### src/rtl/fcc_pkg.sv
package fcc_pkg;

    localparam logic [7:0] CMD_READ_ARRAY = 8'hFF;
    localparam logic [7:0] CMD_READ_STAT  = 8'h70;
    localparam logic [7:0] CMD_READ_ID    = 8'h90;
    localparam logic [7:0] CMD_PROG_A     = 8'h40;
    localparam logic [7:0] CMD_PROG_B     = 8'h10;
    localparam logic [7:0] CMD_ERASE      = 8'h20;
    localparam logic [7:0] CMD_CONFIRM    = 8'hD0;
    localparam logic [7:0] CMD_CLEAR      = 8'h50;
    localparam logic [7:0] CMD_PAUSE      = 8'hB0;

    localparam logic [7:0] ID_CODE0 = 8'h20;
    localparam logic [7:0] ID_CODE1 = 8'h3C;

    typedef enum logic [1:0] {MODE_ARRAY, MODE_STATUS, MODE_ID} rd_mode_e;
    typedef enum logic [1:0] {PH_IDLE, PH_PROG, PH_ERASE} phase_e;

    typedef struct packed {
        logic prog_act;
        logic prog_susp;
        logic erase_act;
        logic erase_susp;
    } eng_state_t;

    typedef struct packed {
        logic erase_err;
        logic prog_err;
        logic lock_err;
    } err_t;

    function automatic logic [7:0] status_byte(input logic running,
                                               input eng_state_t e,
                                               input err_t r);
        return {~running, e.erase_susp, r.erase_err, r.prog_err,
                1'b0, e.prog_susp, r.lock_err, 1'b0};
    endfunction

    function automatic logic is_prog_cmd(input logic [7:0] d);
        return (d == CMD_PROG_A) || (d == CMD_PROG_B);
    endfunction

endpackage

### src/rtl/fcc_array.sv
module fcc_array
    import fcc_pkg::*;
#(
    parameter int ADDR_W = 8,
    parameter int BLK_W  = 2
) (
    input  logic              clk,
    input  logic              rst,
    input  logic              we,
    input  logic [ADDR_W-1:0] waddr,
    input  logic [7:0]        wdata,
    input  logic              ee,
    input  logic [BLK_W-1:0]  eblk,
    input  logic [ADDR_W-1:0] raddr,
    output logic [7:0]        rdata
);
    localparam int DEPTH = 1 << ADDR_W;
    localparam int OFS_W = ADDR_W - BLK_W;

    logic [7:0] mem [DEPTH];

    always_ff @(posedge clk) begin
        if (rst) begin
            for (int i = 0; i < DEPTH; i++) mem[i] <= 8'hFF;
        end else if (ee) begin
            for (int i = 0; i < DEPTH; i++)
                if (BLK_W'(i >> OFS_W) == eblk) mem[i] <= 8'hFF;
        end else if (we) begin
            mem[waddr] <= mem[waddr] & wdata;
        end
    end

    assign rdata = mem[raddr];

    logic              chk_q;
    logic [ADDR_W-1:0] chk_addr_q;
    logic [7:0]        chk_val_q;

    always_ff @(posedge clk) begin
        if (rst) begin
            chk_q      <= 1'b0;
            chk_addr_q <= '0;
            chk_val_q  <= 8'h00;
        end else begin
            chk_q      <= we && !ee;
            chk_addr_q <= waddr;
            chk_val_q  <= mem[waddr] & wdata;
        end
    end

    // a program never sets a bit
    assert_and_merge_R5: assert property (@(posedge clk) disable iff (rst)
        chk_q |-> (mem[chk_addr_q] == chk_val_q));

endmodule

### src/rtl/fcc_engine.sv
module fcc_engine
    import fcc_pkg::*;
#(
    parameter int ADDR_W    = 8,
    parameter int BLK_W     = 2,
    parameter int PROG_CYC  = 4,
    parameter int ERASE_CYC = 12
) (
    input  logic              clk,
    input  logic              rst,
    input  logic              start_prog,
    input  logic              start_erase,
    input  logic              pause,
    input  logic              resume,
    input  logic [ADDR_W-1:0] op_addr,
    input  logic [7:0]        op_data,
    input  logic [BLK_W-1:0]  op_blk,
    output eng_state_t        st,
    output logic              running,
    output logic              arr_we,
    output logic [ADDR_W-1:0] arr_addr,
    output logic [7:0]        arr_data,
    output logic              arr_ee,
    output logic [BLK_W-1:0]  arr_blk
);
    localparam int PCW = $clog2(PROG_CYC + 1);
    localparam int ECW = $clog2(ERASE_CYC + 1);

    logic [PCW-1:0] pcnt;
    logic [ECW-1:0] ecnt;
    logic           prog_run, erase_run;

    assign prog_run  = st.prog_act && !st.prog_susp;
    assign erase_run = st.erase_act && !st.erase_susp && !st.prog_act;
    assign running   = prog_run || erase_run;
    assign arr_we    = prog_run && (pcnt == PCW'(1));
    assign arr_ee    = erase_run && (ecnt == ECW'(1));

    always_ff @(posedge clk) begin
        if (rst) begin
            st       <= '0;
            pcnt     <= '0;
            ecnt     <= '0;
            arr_addr <= '0;
            arr_data <= 8'h00;
            arr_blk  <= '0;
        end else begin
            if (start_prog) begin
                st.prog_act <= 1'b1;
                pcnt        <= PCW'(PROG_CYC);
                arr_addr    <= op_addr;
                arr_data    <= op_data;
            end else if (arr_we) begin
                st.prog_act <= 1'b0;
            end else if (prog_run) begin
                pcnt <= pcnt - PCW'(1);
            end

            if (start_erase) begin
                st.erase_act <= 1'b1;
                ecnt         <= ECW'(ERASE_CYC);
                arr_blk      <= op_blk;
            end else if (arr_ee) begin
                st.erase_act <= 1'b0;
            end else if (erase_run) begin
                ecnt <= ecnt - ECW'(1);
            end

            if (pause) begin
                if (st.prog_act) st.prog_susp <= 1'b1;
                else if (st.erase_act) st.erase_susp <= 1'b1;
            end else if (resume) begin
                if (st.prog_susp) st.prog_susp <= 1'b0;
                else st.erase_susp <= 1'b0;
            end
        end
    end

    // nothing new starts on top of a running operation
    assert_no_start_busy_R4: assert property (@(posedge clk) disable iff (rst)
        running |-> !(start_prog || start_erase));

    // one array change per cycle
    assert_single_op_R12: assert property (@(posedge clk) disable iff (rst)
        !(arr_we && arr_ee));

    // a pause takes effect at once
    assert_pause_stops_R10: assert property (@(posedge clk) disable iff (rst)
        ($rose(st.prog_susp) || $rose(st.erase_susp)) |-> !running);

    // a paused erase never changes the array
    assert_erase_frozen_R12: assert property (@(posedge clk) disable iff (rst)
        st.erase_susp |-> !arr_ee);

endmodule

### src/rtl/fcc_decoder.sv
module fcc_decoder
    import fcc_pkg::*;
#(
    parameter int ADDR_W = 8,
    parameter int BLK_W  = 2
) (
    input  logic                    clk,
    input  logic                    rst,
    input  logic                    wr_en,
    input  logic [ADDR_W-1:0]       wr_addr,
    input  logic [7:0]              wr_data,
    input  logic [(1<<BLK_W)-1:0]   blk_lock,
    input  eng_state_t              eng,
    input  logic                    running,
    output logic                    start_prog,
    output logic                    start_erase,
    output logic                    pause,
    output logic                    resume,
    output logic [BLK_W-1:0]        tgt_blk,
    output rd_mode_e                mode,
    output err_t                    err
);
    phase_e   phase, phase_n;
    rd_mode_e mode_n;
    err_t     err_n;
    logic     paused, locked;

    assign tgt_blk = wr_addr[ADDR_W-1 -: BLK_W];
    assign locked  = blk_lock[tgt_blk];
    assign paused  = !running && (eng.prog_susp || eng.erase_susp);

    always_comb begin
        phase_n     = phase;
        mode_n      = mode;
        err_n       = err;
        start_prog  = 1'b0;
        start_erase = 1'b0;
        pause       = 1'b0;
        resume      = 1'b0;
        if (wr_en) begin
            if (phase == PH_PROG) begin
                phase_n = PH_IDLE;
                mode_n  = MODE_STATUS;
                if (locked) begin
                    err_n.prog_err = 1'b1;
                    err_n.lock_err = 1'b1;
                end else begin
                    start_prog = 1'b1;
                end
            end else if (phase == PH_ERASE) begin
                phase_n = PH_IDLE;
                mode_n  = MODE_STATUS;
                if (wr_data != CMD_CONFIRM) begin
                    err_n.erase_err = 1'b1;
                    err_n.prog_err  = 1'b1;
                end else if (locked) begin
                    err_n.erase_err = 1'b1;
                    err_n.lock_err  = 1'b1;
                end else begin
                    start_erase = 1'b1;
                end
            end else if (running) begin
                if (wr_data == CMD_READ_STAT) mode_n = MODE_STATUS;
                else if (wr_data == CMD_PAUSE && !eng.erase_susp) begin
                    pause  = 1'b1;
                    mode_n = MODE_STATUS;
                end
            end else if (paused) begin
                case (wr_data)
                    CMD_READ_ARRAY: mode_n = MODE_ARRAY;
                    CMD_READ_STAT:  mode_n = MODE_STATUS;
                    CMD_READ_ID:    mode_n = MODE_ID;
                    CMD_CONFIRM: begin
                        resume = 1'b1;
                        mode_n = MODE_STATUS;
                    end
                    default:
                        if (is_prog_cmd(wr_data) && eng.erase_susp) begin
                            phase_n = PH_PROG;
                            mode_n  = MODE_STATUS;
                        end
                endcase
            end else begin
                case (wr_data)
                    CMD_READ_ARRAY: mode_n = MODE_ARRAY;
                    CMD_READ_STAT:  mode_n = MODE_STATUS;
                    CMD_READ_ID:    mode_n = MODE_ID;
                    CMD_CLEAR:      err_n  = '0;
                    CMD_ERASE: begin
                        phase_n = PH_ERASE;
                        mode_n  = MODE_STATUS;
                    end
                    default:
                        if (is_prog_cmd(wr_data)) begin
                            phase_n = PH_PROG;
                            mode_n  = MODE_STATUS;
                        end
                endcase
            end
        end
    end

    always_ff @(posedge clk) begin
        if (rst) begin
            phase <= PH_IDLE;
            mode  <= MODE_ARRAY;
            err   <= '0;
        end else begin
            phase <= phase_n;
            mode  <= mode_n;
            err   <= err_n;
        end
    end

    // error flags drop only after a clear command
    assert_sticky_prog_R7: assert property (@(posedge clk) disable iff (rst)
        $fell(err.prog_err) |-> $past(wr_en && wr_data == CMD_CLEAR));
    assert_sticky_erase_R7: assert property (@(posedge clk) disable iff (rst)
        $fell(err.erase_err) |-> $past(wr_en && wr_data == CMD_CLEAR));

    // a paused program cannot get a second program nested
    assert_no_nest_in_prog_R11: assert property (@(posedge clk) disable iff (rst)
        (eng.prog_susp && !running) |-> !start_prog);

endmodule

### src/rtl/flash_cmd_ctrl.sv
module flash_cmd_ctrl
    import fcc_pkg::*;
#(
    parameter int ADDR_W    = 8,
    parameter int BLK_W     = 2,
    parameter int PROG_CYC  = 4,
    parameter int ERASE_CYC = 12
) (
    input  logic                  clk,
    input  logic                  rst,
    input  logic                  wr_en,
    input  logic [ADDR_W-1:0]     wr_addr,
    input  logic [7:0]            wr_data,
    input  logic                  rd_en,
    input  logic [ADDR_W-1:0]     rd_addr,
    input  logic [(1<<BLK_W)-1:0] blk_lock,
    output logic [7:0]            rd_data,
    output logic                  ready
);
    eng_state_t        eng;
    err_t              err;
    rd_mode_e          mode;
    logic              running, start_prog, start_erase, pause, resume;
    logic [BLK_W-1:0]  tgt_blk, arr_blk;
    logic              arr_we, arr_ee;
    logic [ADDR_W-1:0] arr_addr;
    logic [7:0]        arr_data, arr_q;

    fcc_decoder #(.ADDR_W(ADDR_W), .BLK_W(BLK_W)) u_dec (
        .clk, .rst, .wr_en, .wr_addr, .wr_data, .blk_lock,
        .eng, .running, .start_prog, .start_erase, .pause, .resume,
        .tgt_blk, .mode, .err
    );

    fcc_engine #(.ADDR_W(ADDR_W), .BLK_W(BLK_W),
                 .PROG_CYC(PROG_CYC), .ERASE_CYC(ERASE_CYC)) u_eng (
        .clk, .rst, .start_prog, .start_erase, .pause, .resume,
        .op_addr(wr_addr), .op_data(wr_data), .op_blk(tgt_blk),
        .st(eng), .running, .arr_we, .arr_addr, .arr_data, .arr_ee, .arr_blk
    );

    fcc_array #(.ADDR_W(ADDR_W), .BLK_W(BLK_W)) u_arr (
        .clk, .rst, .we(arr_we), .waddr(arr_addr), .wdata(arr_data),
        .ee(arr_ee), .eblk(arr_blk), .raddr(rd_addr), .rdata(arr_q)
    );

    assign ready = !running;

    always_ff @(posedge clk) begin
        if (rst) begin
            rd_data <= 8'h00;
        end else if (rd_en) begin
            case (mode)
                MODE_ARRAY:  rd_data <= arr_q;
                MODE_STATUS: rd_data <= status_byte(running, eng, err);
                default:     rd_data <= (rd_addr == '0) ? ID_CODE0 :
                                        (rd_addr == ADDR_W'(1)) ? ID_CODE1 : 8'h00;
            endcase
        end
    end

    // a second program write always leaves the part busy
    assert_busy_after_prog_R3: assert property (@(posedge clk) disable iff (rst)
        start_prog |=> !ready);

    // a refused operation keeps the part ready
    assert_lock_keeps_ready_R6: assert property (@(posedge clk) disable iff (rst)
        (ready && wr_en && !start_prog && !start_erase && !resume) |=> ready);

endmodule

### config.mk
export PLATFORM = sky130hd
export DESIGN_NAME = flash_cmd_ctrl
export DESIGN_NICKNAME = d
export VERILOG_FILES = /design/src/rtl/fcc_pkg.sv /design/src/rtl/fcc_array.sv /design/src/rtl/fcc_engine.sv /design/src/rtl/fcc_decoder.sv /design/src/rtl/flash_cmd_ctrl.sv
export SDC_FILE = /design/constraint.sdc
export NUM_CORES = 2
export LEC_CHECK = 0
export ABC_AREA = 1
export BUFFER_PORTS_ARGS = -buffer_cell sky130_fd_sc_hd__buf_2
export CORE_ASPECT_RATIO = 0.7
export CORE_MARGIN = 4
export CORE_UTILIZATION = 25
export CTS_BUF_LIST = sky130_fd_sc_hd__clkbuf_8
export DETAILED_ROUTE_END_ITERATION = 10
export GPL_ROUTABILITY_DRIVEN = 0
export PLACE_DENSITY_LB_ADDON = 0.25
export SLEW_MARGIN = 10
export SYNTH_ARGS = -nofsm -noshare
export SYNTH_HDL_FRONTEND = slang
export SYNTH_HIERARCHICAL = 1
export SYNTH_SLANG_ARGS = --single-unit
export TNS_END_PERCENT = 20
### constraint.sdc
create_clock -name clk -period 6.2 [get_ports clk]
set_input_delay 0.62 -clock clk [delete_from_list [all_inputs] [get_ports clk]]
set_output_delay 0.62 -clock clk [all_outputs]
set_load 0.02 [all_outputs]
==> flow_summary.yaml <==
outcome:
  status: "complete, no violations"
power_and_ir_drop:
  vdd_ir_drop_max_mv: 0.160
  power_density_mw_per_mm2: 239
  leakage_nw: 41.0
worst_setup_path:
  worst_ep_required_time_ns: 6.96
  arrival_ns: 6.09
  crit_type: "register to register"
  start_kind: "register"
  crit_fanout: 66
  worstSetupEndpointType: "register"
synthesis:
  yosysWarnings: 6
  synth_compound_area_share_pct: 10.3
  ys_seq_area_share_pct: 54.7
  synth_top_family_by_area: "simple AND/OR/NAND/NOR gates"
  yosys.area_share.simple_pct: 29.8
  synth_ff_type: "edfxtp_1"
  yosysTopAreaCell: "edfxtp_1"
  yosys-top-cells-area: "edfxtp_1, nand2_1, o21ai_0"
  synth_cell_types: 40
  yosysMostFrequentCell: "nand2_1"
  synth-seq-cells: 2092
  muxShareOfSynthArea_pct: 0
  synth_common_cells: "nand2_1, edfxtp_1, nor2_1"
  synthCells: 14300
  avgSynthCellArea_um2: 7.96
  synth_enable_flop_cells: 2048
  syn_nets: 14400
  synthAdderAreaFrac_pct: 0.0767
  yosysTopAreaCellShare_pct: 53.9
  synth_xor_area_share_pct: 0
  synth_area_mm2: 0.114
  async_flop_share_pct: 0
placed_design:
  placedCellCount: 19800
  dp_hpwl_um: 326000
  io_buffers: 40
job:
  drv_cap: 0
finish:
  drive_gt1_share_pct: 7.29
  syn_to_final_growth_pct: 12.5
  post-route-util_pct: 28.2
  finalNetCount: 14100
  stdcell_count: 20400
drt:
  dr_wl_met3_um: 76300
  via_per_inst: 5.24
  drtPass1Iterations: 7
  vias: 107000
  met2_wirelength_um: 203000
  drt_iter0_markers: 16100
  dr.max_layer_used: "met5"
  wl_per_cell_um: 25.9
  wl_met1_um: 234000
  ant_nets: 0
  drt-total-wl_um: 530000
  route.detailed.drc: 0
die:
  die_area_mm2: 0.468
  core-area_mm2: 0.455
  die_y_um: 573
  io_pins: 41
  die_x_um: 816
  rows: 207
  initial_utilization_pct: 25.1
clock_network:
  cts_hold_buffers: 16
  insertion_delay_ns: 1.08
  cts_buffers: 339
  cts_setup_buffers: 0
  clock_path_buffers: 4
  cts_root_buffer: "clkbuf_8"
  ctsResizeCount: 0
  cts_tree: "built"
  clock_sinks: 2092
  cts-htree-levels: 5
  path_clk_slew_ns: 0.07
global_route:
  grt.overflow.total: 0
  grt_pass1_vias: 98100
  grt.total_usage_pct: 21.6
  grt_start_max_net_pins: 127
  antenna_found_initial: 22
  grt_pass1_wl_um: 744000
sta:
  drv_slew: 0
  timing.hold.ws_ns: 0.0822
  tightest_slew_ns: 1.18
  timing.fmax_mhz: 187
  fin_worst_skew_ns: 0.0802
  relSlewSlack_pct: 20.2
  fin_crit_sh_pct: 86.1
  min_period_ns: 5.34
  rsz0062_at_grt: "no"
  setup_viol: 0
  finalHoldViolCount: 0
  setup_tns_ns: 0
worst_hold_path:
  hold_class: "input pin to register"
-- cells in the final DEF (no fill, tap or decap), types with 42 or more instances in the layout --
| cell type | n |
|---|---|
| buf_12 | 91 |
| dfxtp_1 | 42 |
| clkbuf_8 | 348 |
| edfxtp_1 | 2048 |
| nor2_1 | 1504 |
| nand4_1 | 144 |
| o21ai_1 | 84 |
| o21ai_0 | 1415 |
| inv_1 | 306 |
| a21oi_1 | 214 |
| nand3_1 | 742 |
| nand2_1 | 6221 |
| buf_4 | 414 |
| clkinv_1 | 62 |
| o22ai_1 | 442 |
-- cell families (layout without fill, tap and decap cells) --
| logic type | after synthesis | count (layout) |
|---|---|---|
| DFF | 2092 | 2092 |
| AOI/OAI and AO/OA | 2205 | 2205 |
| buffers and inverters | 1364 | 1360 |
| other | 0 | 12 |
| and+or+nand+nor | 8679 | 8679 |
| adders and majority gates | 7 | 7 |
-- worst max-delay path: stages (launching register included) --
cell,delay [ns]
dfxtp_4,0.65
inv_8,0.35
buf_4,0.42
nand2_1,0.12
nand2_1,0.06
nand2_1,0.06
nand3_1,0.08
nand2_1,0.06
nand2_1,0.10
o21ai_0,0.55
nand2_1,0.17
nor2_1,0.90
nand3_1,0.28
o21ai_4,0.44
buf_12,0.30
buf_12,0.28
nand2_1,0.09
-- stage by stage --
step,worst slack (ns),total power [mW],area (um2)
6_report,0.863,30.7,128000
2_1_floorplan,3.48,17.5,114000
3_5_place_dp,1.20,19.1,122000
3_3_place_gp,1.09,19.1,122000
4_1_cts,1.20,30.7,128000
5_1_grt,0.863,31.7,128000
-- state kept, by name, summed over array words and instances, names as in the netlist --
| register | count |
|---|---|
| u_dec/phase | 2 |
| u_eng/ecnt | 4 |
| u_arr/mem | 2048 |
| u_eng/pcnt | 3 |
| rd_data | 8 |
| u_eng/arr_data | 8 |
| u_eng/st | 4 |
| u_eng/arr_blk | 2 |
| u_dec/err | 3 |
| u_dec/mode | 2 |
| u_eng/arr_addr | 8 |
-- layer usage --
| metal | vias to the layer above | global-route usage, % |
|---|---|---|
| met5 | - | 0 |
| met4 | 14 | 6.15 |
| met3 | 891 | 7.77 |
| met2 | 6876 | 28.6 |
| met1 | 51800 | 32.4 |
| li1 | 47400 | - |
-- cell type report --
class / instances / area (um2)
Sequential cell: 2092 / 62400
Inverter: 222 / 905
Antenna cell: 12 / 30.0
Timing Repair Buffer: 560 / 5320
Fill cell: 48700 / 326000
Multi-Input combinational cell: 10900 / 46200
Clock inverter: 230 / 1150
Tap cell: 6061 / 7580
Clock buffer: 348 / 4790
-- path summary, 6_finish.rpt --
kind                endpoint  depth (start not counted)  slack (ns)               from
min            u_dec/mode[0]                          6        0.08              wr_en
max          u_arr/mem[9][5]                         16        0.86  u_eng/arr_addr[0]
min reg2reg     u_dec/err[0]                          2        0.49       u_dec/err[0]
max reg2reg  u_arr/mem[9][5]                         16        0.86  u_eng/arr_addr[0]
-- power breakdown --
group	internal (mW)	switching [mW]	leakage (nW)
clock network	5.48	6.26	3.48
logic	0.773	2.66	23.3
registers	15.5	0.0200	14.2
Power figures use the tool's default switching activity.
